[src/rtl/cyc_pkg.sv]
package cyc_pkg;
    localparam int unsigned CW_LEN  = 7;
    localparam int unsigned CW_CHK  = 3;
    localparam logic [3:0]  CW_POLY = 4'b1101;
endpackage

[src/rtl/cyc_div.sv]
module cyc_div #(
    parameter int unsigned R = cyc_pkg::CW_CHK,
    parameter logic [R:0]  GEN = cyc_pkg::CW_POLY
) (
    input  logic         clk,
    input  logic         rst_n,
    input  logic         shift_en,
    input  logic         restart,
    input  logic         bit_in,
    output logic [R-1:0] rem_nxt
);
    typedef struct packed {
        logic [R-1:0] rem;
    } div_t;

    div_t st_d, st_q;

    function automatic logic [R-1:0] div_step(input logic [R-1:0] r, input logic b);
        logic [R:0] t;
        t = {r, b};
        if (t[R]) t = t ^ GEN;
        return t[R-1:0];
    endfunction

    always_comb begin
        logic [R-1:0] base;
        st_d    = st_q;
        base    = restart ? '0 : st_q.rem;
        rem_nxt = div_step(base, bit_in);
        if (shift_en) st_d.rem = rem_nxt;
    end

    always_ff @(posedge clk) begin
        if (!rst_n) st_q <= '0;
        else        st_q <= st_d;
    end
endmodule

[src/rtl/cyc_errmap.sv]
module cyc_errmap #(
    parameter int unsigned N = cyc_pkg::CW_LEN,
    parameter int unsigned R = cyc_pkg::CW_CHK,
    parameter logic [R:0]  GEN = cyc_pkg::CW_POLY
) (
    input  logic [R-1:0] syn,
    output logic [N-1:0] err_vec
);
    function automatic logic [R-1:0] xpow_rem(input int p);
        logic [R:0]   t;
        logic [R-1:0] r;
        r = '0;
        r[0] = 1'b1;
        for (int i = 0; i < p; i++) begin
            t = {r, 1'b0};
            if (t[R]) t = t ^ GEN;
            r = t[R-1:0];
        end
        return r;
    endfunction

    for (genvar j = 0; j < N; j++) begin : g_pos
        localparam logic [R-1:0] POS_SYN = xpow_rem(j);
        assign err_vec[j] = (|syn) && (syn == POS_SYN);
    end
endmodule

[src/rtl/cyc_syn_dec.sv]
module cyc_syn_dec #(
    parameter int unsigned N = cyc_pkg::CW_LEN,
    parameter int unsigned R = cyc_pkg::CW_CHK,
    parameter logic [R:0]  GEN = cyc_pkg::CW_POLY,
    localparam int unsigned K = N - R,
    localparam int unsigned CW = $clog2(N)
) (
    input  logic         clk,
    input  logic         rst_n,
    input  logic         in_valid,
    input  logic         in_bit,
    output logic         out_valid,
    output logic [N-1:0] out_word,
    output logic [K-1:0] out_data,
    output logic         out_err
);
    typedef struct packed {
        logic [CW-1:0] cnt;
        logic [N-1:0]  buf_w;
        logic          ovld;
        logic [N-1:0]  oword;
        logic          oerr;
    } dec_t;

    localparam logic [CW-1:0] LAST = CW'(N - 1);

    dec_t st_d, st_q;
    logic          first_bit;
    logic          last_bit;
    logic [R-1:0]  syn;
    logic [N-1:0]  err_vec;
    logic [N-1:0]  word_nxt;

    assign first_bit = (st_q.cnt == '0);
    assign last_bit  = (st_q.cnt == LAST);

    cyc_div #(.R(R), .GEN(GEN)) u_div (
        .clk      (clk),
        .rst_n    (rst_n),
        .shift_en (in_valid),
        .restart  (first_bit),
        .bit_in   (in_bit),
        .rem_nxt  (syn)
    );

    cyc_errmap #(.N(N), .R(R), .GEN(GEN)) u_map (
        .syn     (syn),
        .err_vec (err_vec)
    );

    always_comb begin
        st_d     = st_q;
        st_d.ovld = 1'b0;
        word_nxt = first_bit ? {{(N-1){1'b0}}, in_bit}
                             : {st_q.buf_w[N-2:0], in_bit};
        if (in_valid) begin
            st_d.buf_w = word_nxt;
            st_d.cnt   = last_bit ? '0 : st_q.cnt + 1'b1;
            if (last_bit) begin
                st_d.ovld  = 1'b1;
                st_d.oword = word_nxt ^ err_vec;
                st_d.oerr  = |syn;
            end
        end
    end

    always_ff @(posedge clk) begin
        if (!rst_n) st_q <= '0;
        else        st_q <= st_d;
    end

    assign out_valid = st_q.ovld;
    assign out_word  = st_q.oword;
    assign out_data  = st_q.oword[N-1:R];
    assign out_err   = st_q.oerr;
endmodule

[config.mk]
export PLATFORM = sky130hd
export DESIGN_NAME = cyc_syn_dec
export DESIGN_NICKNAME = d
export VERILOG_FILES = /design/src/rtl/cyc_pkg.sv /design/src/rtl/cyc_div.sv /design/src/rtl/cyc_errmap.sv /design/src/rtl/cyc_syn_dec.sv
export SDC_FILE = /design/constraint.sdc
export NUM_CORES = 1
export LEC_CHECK = 0
export BUFFER_PORTS_ARGS = -buffer_cell sky130_fd_sc_hd__buf_2
export CORE_UTILIZATION = 50
export CTS_CLUSTER_DIAMETER = 200
export CTS_CLUSTER_SIZE = 8
export DETAILED_ROUTE_END_ITERATION = 10
export GPL_ROUTABILITY_DRIVEN = 0
export HOLD_SLACK_MARGIN = 0.08
export PLACE_DENSITY_LB_ADDON = 0.25
export SETUP_SLACK_MARGIN = 0.02
export SLEW_MARGIN = 10
export SYNTH_ARGS = -nofsm -noshare
export SYNTH_HDL_FRONTEND = slang
export SYNTH_SLANG_ARGS = --single-unit
export TNS_END_PERCENT = 10
[constraint.sdc]
create_clock -name clk -period 3.69 [get_ports clk]
set_clock_uncertainty 0.15 [all_clocks]
set_input_delay 0.5535 -clock clk [delete_from_list [all_inputs] [get_ports clk]]
set_output_delay 0.5535 -clock clk [all_outputs]
set_load 0.01 [all_outputs]
## Yosys cells after proc, flatten, opt, wreduce, memory -nomap -nowiden

Index checks and enable logic that the tools add are counted.

- Bits in registers: 21
- Input bits: 4
- Output and inout bits: 13
- Logic and storage cells: 33

- $add $sub $neg: 1
- Equality and inequality tests: 8
- Muxes and demuxes: 5
- Bitwise operators: 2
- Reduce and logical (&&, ||, !) cells: 11

Operator list:

| operator | count |
|---|---|
| 3-bit equality test, second input constant | 5 |
| 3-bit two-way mux | 3 |
| 9-bit two-way mux | 1 |
| 1-bit logical AND | 7 |
| 7-bit two-way mux | 1 |
| 7-bit bitwise XOR | 1 |
| 3-bit by 2-bit equality test with 1-bit output, second input constant | 2 |
| 2-bit AND reduction | 2 |
| 3-bit by 1-bit adder with 3-bit output, second input constant | 1 |
| 3-bit by 1-bit equality test with 1-bit output, second input constant | 1 |
| 3-bit zero test | 1 |
| 3-bit OR reduction | 1 |
| 2-bit inverter | 1 |

## Logic depth before layout (Yosys ltp)

Gate-level depths: netlist (run 1).

- Word-level depth: 8
- Depth in mapped cells: 6
- Mapped depth without buffers: 4

## Hierarchy

From an unflattened synthesis (run 1), not the netlist that was laid out.

- Cells, all modules: 116
- Area total of the unflattened synthesis: 1101.1 um^2

By module, submodules not included:

| module | instances | cells an instance | area an instance (um^2) | seq. area each (um^2) |
|---|---|---|---|---|
| cyc_syn_dec | 1 | 89 | 859.6 | 360.3 |
| cyc_div | 1 | 20 | 181.4 | 60.1 |
| cyc_errmap | 1 | 7 | 60.1 | 0.0 |

## Least setup slack after synthesis (run 1)

Ideal clock, no wire load.

- Path kind: input-to-reg
- From: in in_bit
- To: reg st_q, in the netlist out_word[1]
- Setup time: 119 ps
- Data arrival time: 1415 ps
- Data required time: 3421 ps
- Path slack: 2005 ps
- Stages: 5
- Buffers on the path: 1
- Path through: buf_2 -> or3_1 -> a21oi_1 -> xor2_1 -> a21oi_1

- Longest elaborated chain between the ends: 5
- Elaborated cells on any way between the ends: 6
- Classes of those cells: eq/ne (1); mux (1); bitwise (2); reduce/logical (2)

Ends and longest elaborated chain:

| item | line | source |
|---|---|---|
| start, declared | cyc_syn_dec.sv:11 | `input logic in_bit,` |
| 2-bit inverter (no source line) | - |  |
| 3-bit two-way mux (*) | cyc_div.sv:21 | `if (t[R]) t = t ^ GEN;` |
| 3-bit by 2-bit equality test with 1-bit output or 3-bit OR reduction (tied branches) | cyc_errmap.sv:24 | `assign err_vec[j] = (\|syn) && (syn == POS_SYN);` |
| 1-bit logical AND (*) | cyc_errmap.sv:24 |  |
| 7-bit bitwise XOR (*) | cyc_syn_dec.sv:61 | `st_d.oword = word_nxt ^ err_vec;` |
| end signal, assigned | cyc_syn_dec.sv:69 | `else st_q <= st_d;` |
| end, declared | cyc_syn_dec.sv:27 | `dec_t st_d, st_q;` |

Mark *: on every way between the ends. The rest lies on a longest branch, timed or not.
A chain may end at the register's enable or synchronous reset.

## Final worst setup path (run 1)

- From: in in_valid
- To: reg st_q, in the netlist out_word[0]

- Longest elaborated chain between the ends: 1

Ends and longest elaborated chain:

| item | line | source |
|---|---|---|
| start, declared | cyc_syn_dec.sv:10 | `input logic in_valid,` |
| 2-bit AND reduction (no source line) | - |  |

No other way between the ends.

==> results.cfg, run 1 <==
[logic_synthesis]
synth.most_common_cell = dfxtp_1
yosys.area.top_type_share_pct = 35.6
synth_area_mm2 = 0.00118
synth_edf_count = 0
synth.area.top_cells = dfxtp_1, buf_4, a21oi_1
syn_inst = 137
synthFlopType = dfxtp_1
synth_nets = 141
yosys-top-cells-count = dfxtp_1, a21oi_1, buf_4
syn_area_per_cell_um2 = 8.61
ys_warn_count = 0
synth.largest_area_cell = dfxtp_1
ys_ff_latch = 21
yosysSeqAreaShare_pct = 35.6
async_flop_share_pct = 0
yosysUniqueCellTypes = 33

[global_routing]
globalRouteMet1Util_pct = 22.7
first_global_vias = 722
grt_overflow = 0
grt_busiest_layer = met2
antenna_found_initial = 0
grt_max_degree = 22
grt_pass1_wl_um = 3240
track_usage_pct = 17.0
gr-usage-met3_pct = 5.45
met2_usage_pct = 25.8

[clock_tree]
h-tree-depth = 1
cts_resized = 0
path_clk_slew_ns = 0.11
cts_setup_buffers = 0
clk_latency_ns = 0.30
clkSinkCount = 21
cts_buffer_depth = 2
holdBufCountCts = 0
cts-root-buf = clkbuf_4
cts_tree = yes
cts_buffers = 3

[floorplanning]
die-area_mm2 = 0.00256
core_mm2 = 0.00221
ios = 17
rows = 17
initial_core_util_pct = 53.3
die_h_um = 50.6
die_w_um = 50.6

[critical_path]
critPathKind = input pin to register
path_max_fanout = 21
crit_buf_inv = 1
r2r_slack_ns = 1.92
r2r_end = out_word[2]
slowest_delay_ns = 0.50
end_kind = register
worstPathArrival_ns = 1.87
r2r-start = u_div.st_q[1]
required_ns = 3.78
cp-startpoint = in_valid
r2r_cells = 4
worstSetupStartpointType = input pin
critical_path.cell_chain = buf_2, nand2_2, nor3b_4, o2111ai_1, a21boi_1
slowest_stage = nor3b_4
crit_family = simple AND/OR/NAND/NOR gates

[detailed_routing]
vias = 898
drt_iter0_markers = 18
first_pass_iters = 4
wl_per_cell_um = 11.9
via_per_inst = 5.48
drt-total-wl_um = 1960
drc = 0
ant_nets = 0

[placement]
dp_cells = 160
dp_hpwl_um = 1350
port_buffers = 16

[sta]
period_needed_ns = 1.79
fmax_ghz = 0.560
finalHoldViolCount = 0
worst_pin_slew_ns = 0.545
setup_viol = 0
fin_crit_sh_pct = 48.4
report.final.slew_viol_count = 0
tns_ns = 0
slew_headroom_pct = 63.7
rsz0062_at_grt = false

[power]
power_density_mw_per_mm2 = 328
finalPower_uw = 385
p_comb_share_pct = 9.8
p_int_uw = 288
pwr-share-clk_pct = 28.2
power_switching_uw = 97.3
swShare_pct = 25.3
ir_drop_mv = 0.199
seq_power_share_pct = 62.0
leakagePower_nw = 0.424

[final_layout]
multi_input_area_um2 = 608
drive_above_1_share_pct = 19.9
fillers = 220
syn_to_final_growth_pct = -0.530
layout.cells.non_filler = 164
seq_area_um2 = 420
nNetsFinal = 141
diodes = 0

[worst_hold_path]
holdCritStartpoint = out_word[0]
hp-class = register to register
min_to = out_word[0]
min_path_cells = 2

[outcome]
status = finished clean

[job]
max-cap-violations = 0
==> layer usage <==
| layer | wire [um] | up-vias |
|---|---|---|
| li1 | - | 460 |
| met1 | 952 | 416 |
| met2 | 881 | 20 |
| met3 | 103 | 2 |
| met4 | 21 | 0 |
| met5 | 0 | - |
==> how the worst max path moves through the flow <==
stage,endpoint,slack (ns),cells past startpoint
floorplan,out_word[1],2.01,5
global placement,out_word[0],1.68,5
detailed placement,out_word[0],1.58,5
CTS,out_word[0],1.90,5
global route,out_word[0],1.75,5
finish,out_word[0],1.90,5
==> layout make-up <==
class                      instances  share of cell area, %
clock buffer                       4                   2.24
inverter                           1                  0.320
multi-input combinational         94                   51.8
sequential                        21                   35.8
tap                               28                   2.99
timing repair buffer              16                   6.82
==> worst reg2reg max path: stages, from the launching register on <==
cell,delay [ns]
dfxtp_1,0.57
or3b_1,0.42
a211oi_2,0.24
xor2_1,0.19
a21oi_1,0.09
==> power groups by stage <==
stage                     combinational [mW]  clock (mW)  sequential, mW
final                                 0.0376       0.109           0.239
after CTS                             0.0377       0.115           0.238
after floorplan                       0.0388           0           0.240
after global placement                0.0370           0           0.243
after global routing                  0.0417       0.122           0.240
after detailed placement              0.0376           0           0.244
==> cell usage in the layout, fill, tap and decap left out, drive strengths merged, types with 4 or more instances in the layout <==
master,n
a21boi,8
a21oi,15
buf,16
clkbuf,4
dfxtp,21
nand2,11
nand2b,7
nand3,6
nand3b,4
nor2b,5
o21ai,11
xor2,7
==> registers in the layout, indices dropped and copies added, names as in the netlist <==
name	cells
out_err	1
out_valid	1
out_word	7
u_div.st_q	3
st_q	9
==> stage by stage <==
| step | utilization (%) | hold WS (ns) | area [um^2] | setup slack (ns) |
|---|---|---|---|---|
| after CTS | 53.1 | 0.345 | 1170 | 1.90 |
| after global routing | 53.1 | 0.373 | 1170 | 1.75 |
| after global placement | 51.9 | 0.312 | 1150 | 1.68 |
| final | 53.1 | 0.339 | 1170 | 1.90 |
| after detailed placement | 51.9 | 0.326 | 1150 | 1.58 |
| after floorplan | - | 0.296 | 1180 | 2.01 |
==> cells by family (layout without fill, tap and decap cells) <==
kind of cell / Yosys count / count (layout) / share of synthesized area (%)
AO/OA/AOI/OAI: 39 / 39 / 20.4
XOR/XNOR: 7 / 7 / 5.20
AND/OR/NAND/NOR: 46 / 46 / 24.3
buffers and inverters: 22 / 21 / 12.8
flip-flops: 21 / 21 / 35.6
multiplexers: 2 / 2 / 1.70
Note: power is estimated with default switching activity, not from simulation.
==> run 2, diff against run 1 <==
--- a/config.mk
+++ b/config.mk
@@ -5,6 +5,7 @@
 export SDC_FILE = /design/constraint.sdc
 export NUM_CORES = 1
 export LEC_CHECK = 0
+export ABC_AREA = 1
 export BUFFER_PORTS_ARGS = -buffer_cell sky130_fd_sc_hd__buf_2
 export CORE_UTILIZATION = 50
 export CTS_CLUSTER_DIAMETER = 200
==> constraint.sdc (replaced) <==
create_clock -name clk -period 1.5 [get_ports clk]
set_clock_uncertainty 0.15 [all_clocks]
set_input_delay 0.225 -clock clk [delete_from_list [all_inputs] [get_ports clk]]
set_output_delay 0.225 -clock clk [all_outputs]
set_load 0.01 [all_outputs]
==> run 2 against run 1 <==
  * Count of clock-buffer cells in the layout down 1
  * Worst setup slack worse by 1.8 ns
  * Critical path type is now register to register
  * Critical path depth up 4
  * Critical endpoint is now out_word[1]
  * Final cell count up 23%
  * Hold slack worse by 0.23 ns
  * Sequential cell count unchanged
  * Utilization up 8.4 points
==> results.cfg, run 2 <==
[job]
max-cap-violations = 0

[power]
finalPower_mw = 1.08
seq_power_share_pct = 55.1
power_switching_uw = 323
pwr-share-clk_pct = 25.9
p_int_uw = 760
leakagePower_nw = 0.642
p_comb_share_pct = 19.0
power_density_mw_per_mm2 = 797
ir_drop_mv = 0.706
swShare_pct = 29.8

[global_routing]
first_global_vias = 936
grt_busiest_layer = met2
grt_pass1_wl_um = 3810
track_usage_pct = 19.7
met2_usage_pct = 32.0
globalRouteMet1Util_pct = 24.7
gr-usage-met3_pct = 3.03
antenna_found_initial = 0
grt_overflow = 0
grt_max_degree = 21

[sta]
rsz0062_at_grt = true
tns_ns = 0
slew_headroom_pct = 81.9
finalHoldViolCount = 0
fmax_ghz = 0.697
fin_crit_sh_pct = 95.6
period_needed_ns = 1.43
report.final.slew_viol_count = 0
worst_pin_slew_ns = 0.271
setup_viol = 0
worst_slack_ns = 0.0654
whs_ns = 0.113

[floorplanning]
initial_core_util_pct = 52.9
die-area_mm2 = 0.00254
die_h_um = 50.4
core_mm2 = 0.00221
rows = 17
die_w_um = 50.4
ios = 17

[detailed_routing]
via_per_inst = 5.18
ant_nets = 0
wl_per_cell_um = 11.7
drc = 0
drt-total-wl_um = 2350
vias = 1042
drt_iter0_markers = 15
first_pass_iters = 4

[logic_synthesis]
synth_edf_count = 0
synth_nets = 162
ys_warn_count = 0
syn_inst = 158
syn_area_per_cell_um2 = 7.41
async_flop_share_pct = 0
synthFlopType = dfxtp_1
ys_ff_latch = 21
synth.most_common_cell = nand2_1
yosys.area.top_type_share_pct = 35.9
yosys-top-cells-count = nand2_1, dfxtp_1, inv_1
synth.area.top_cells = dfxtp_1, nand2_1, buf_4
synth_area_mm2 = 0.00117
yosysUniqueCellTypes = 24
yosysSeqAreaShare_pct = 35.9
synth.largest_area_cell = dfxtp_1

[worst_hold_path]
holdCritStartpoint = rst_n
min_path_cells = 3
hp-class = input pin to register
min_to = st_q[11]

[final_layout]
final_common_cell = nand2_1
nNetsFinal = 178
seq_area_um2 = 428
layout.cells.non_filler = 201
multi_input_area_um2 = 576
largest_reg_flops = 9
drive_above_1_share_pct = 31.2
fin_util_pct = 61.4
fillers = 197
diodes = 0
fin_area_mm2 = 0.00136
syn_to_final_growth_pct = 16.0
most-common-layout-cells = nand2_1, inv_1, dfxtp_1, nor2_1, buf_2
largest-register = st_q

[critical_path]
r2r-start = st_q[16]
slowest_delay_ns = 0.36
end_kind = register
worstSetupStartpointType = register
path_max_fanout = 7
worstPathArrival_ns = 1.56
r2r_slack_ns = 0.07
critical_path.cell_chain = buf_6, inv_4, nand3_4, nor2_4, buf_12, nor2_1, nor2_1, nand2_1, inv_1
r2r_end = out_word[1]
required_ns = 1.62
crit_family = simple AND/OR/NAND/NOR gates
crit_buf_inv = 4
r2r_cells = 9
slowest_stage = dfxtp_2
critPathKind = register to register
crit_top_cell = nor2_1

[placement]
dp_hpwl_um = 1610
pre_cts_ws_ns = -0.00984
dp_cells = 191
port_buffers = 16
placed_cell_area_mm2 = 0.00121

[clock_tree]
h-tree-depth = 1
cts_buffer_depth = 2
clkSinkCount = 21
path_clk_slew_ns = 0.13
cts_buffers = 3
cts-root-buf = clkbuf_4
cts_tree = yes
clk_latency_ns = 0.31

[outcome]
status = finished clean
-- run 2: cell count changes after synthesis, sizes merged, moves of 3 or more --
cell	previous run	this run
inv	1	20
nand2	11	30
nor2	2	20
nand3	6	15
a21boi	8	0
nand2b	7	0
xor2	7	1
nor2b	5	0
buf	18	14
nand3b	4	0
nand4	0	4
nor3	3	0
or3b	3	0
-- run 2: how the worst max path moves through the flow --
stage          startpoint           to  slack, ns  cells past startpoint
6_report         st_q[16]  out_word[1]       0.07                      9
5_1_grt          st_q[16]  out_word[6]      -0.02                      9
4_1_cts          st_q[16]  out_word[0]       0.06                      8
3_5_place_dp     st_q[18]  out_word[0]      -0.01                      8
3_3_place_gp     st_q[18]  out_word[1]       0.03                     10
2_1_floorplan    st_q[16]  out_word[4]       0.18                     10
-- run 2: logic make-up (layout without fill, tap and decap cells) --
group                     count (synthesis)  in the layout  synth area share, %
xor gates and xnor gates                  2              2                 2.14
AOI/OAI and AO/OA                        29             29                 12.8
DFF                                      21             21                 35.9
buffers and inverters                    37             52                 17.9
and+or+nand+nor                          69             69                 31.2
-- run 2: metal layers --
metal / wire length, um / vias up
met5: 0 / -
li1: - / 526
met1: 1060 / 477
met2: 1110 / 31
met3: 94 / 8
met4: 82 / 0
-- run 2: timing repair --
item | 4_1_cts | 5_1_grt
hold endpoints to repair | 1 | 0
endpoints found under the setup margin | 4 | 9
hold buffers | 1 | 0
resized for setup | 1 | 16
pin swaps | 2 | 8
setup buffers | 3 | 2
gates cloned | 0 | 1
-- run 2: tightest hold or removal path, stage by stage --
cell	delay (ns)
buf_2	0.18
o21ai_0	0.10
a21oi_1	0.04
-- run 2: final cells by class --
| class | instances | share of cell area, % |
|---|---|---|
| Multi-Input combinational cell | 100 | 42.4 |
| Sequential cell | 21 | 31.5 |
| Timing Repair Buffer | 28 | 15.7 |
| Inverter | 20 | 5.89 |
| Tap cell | 28 | 2.58 |
| Clock buffer | 3 | 1.66 |
| Clock inverter | 1 | 0.368 |
-- run 2: power by group through the flow --
stage	Clock, mW	Sequential [mW]	Combinational [mW]
floorplan	0	0.604	0.140
global placement	0	0.607	0.159
detailed placement	0	0.607	0.164
CTS	0.285	0.595	0.184
global route	0.305	0.599	0.228
finish	0.281	0.597	0.206
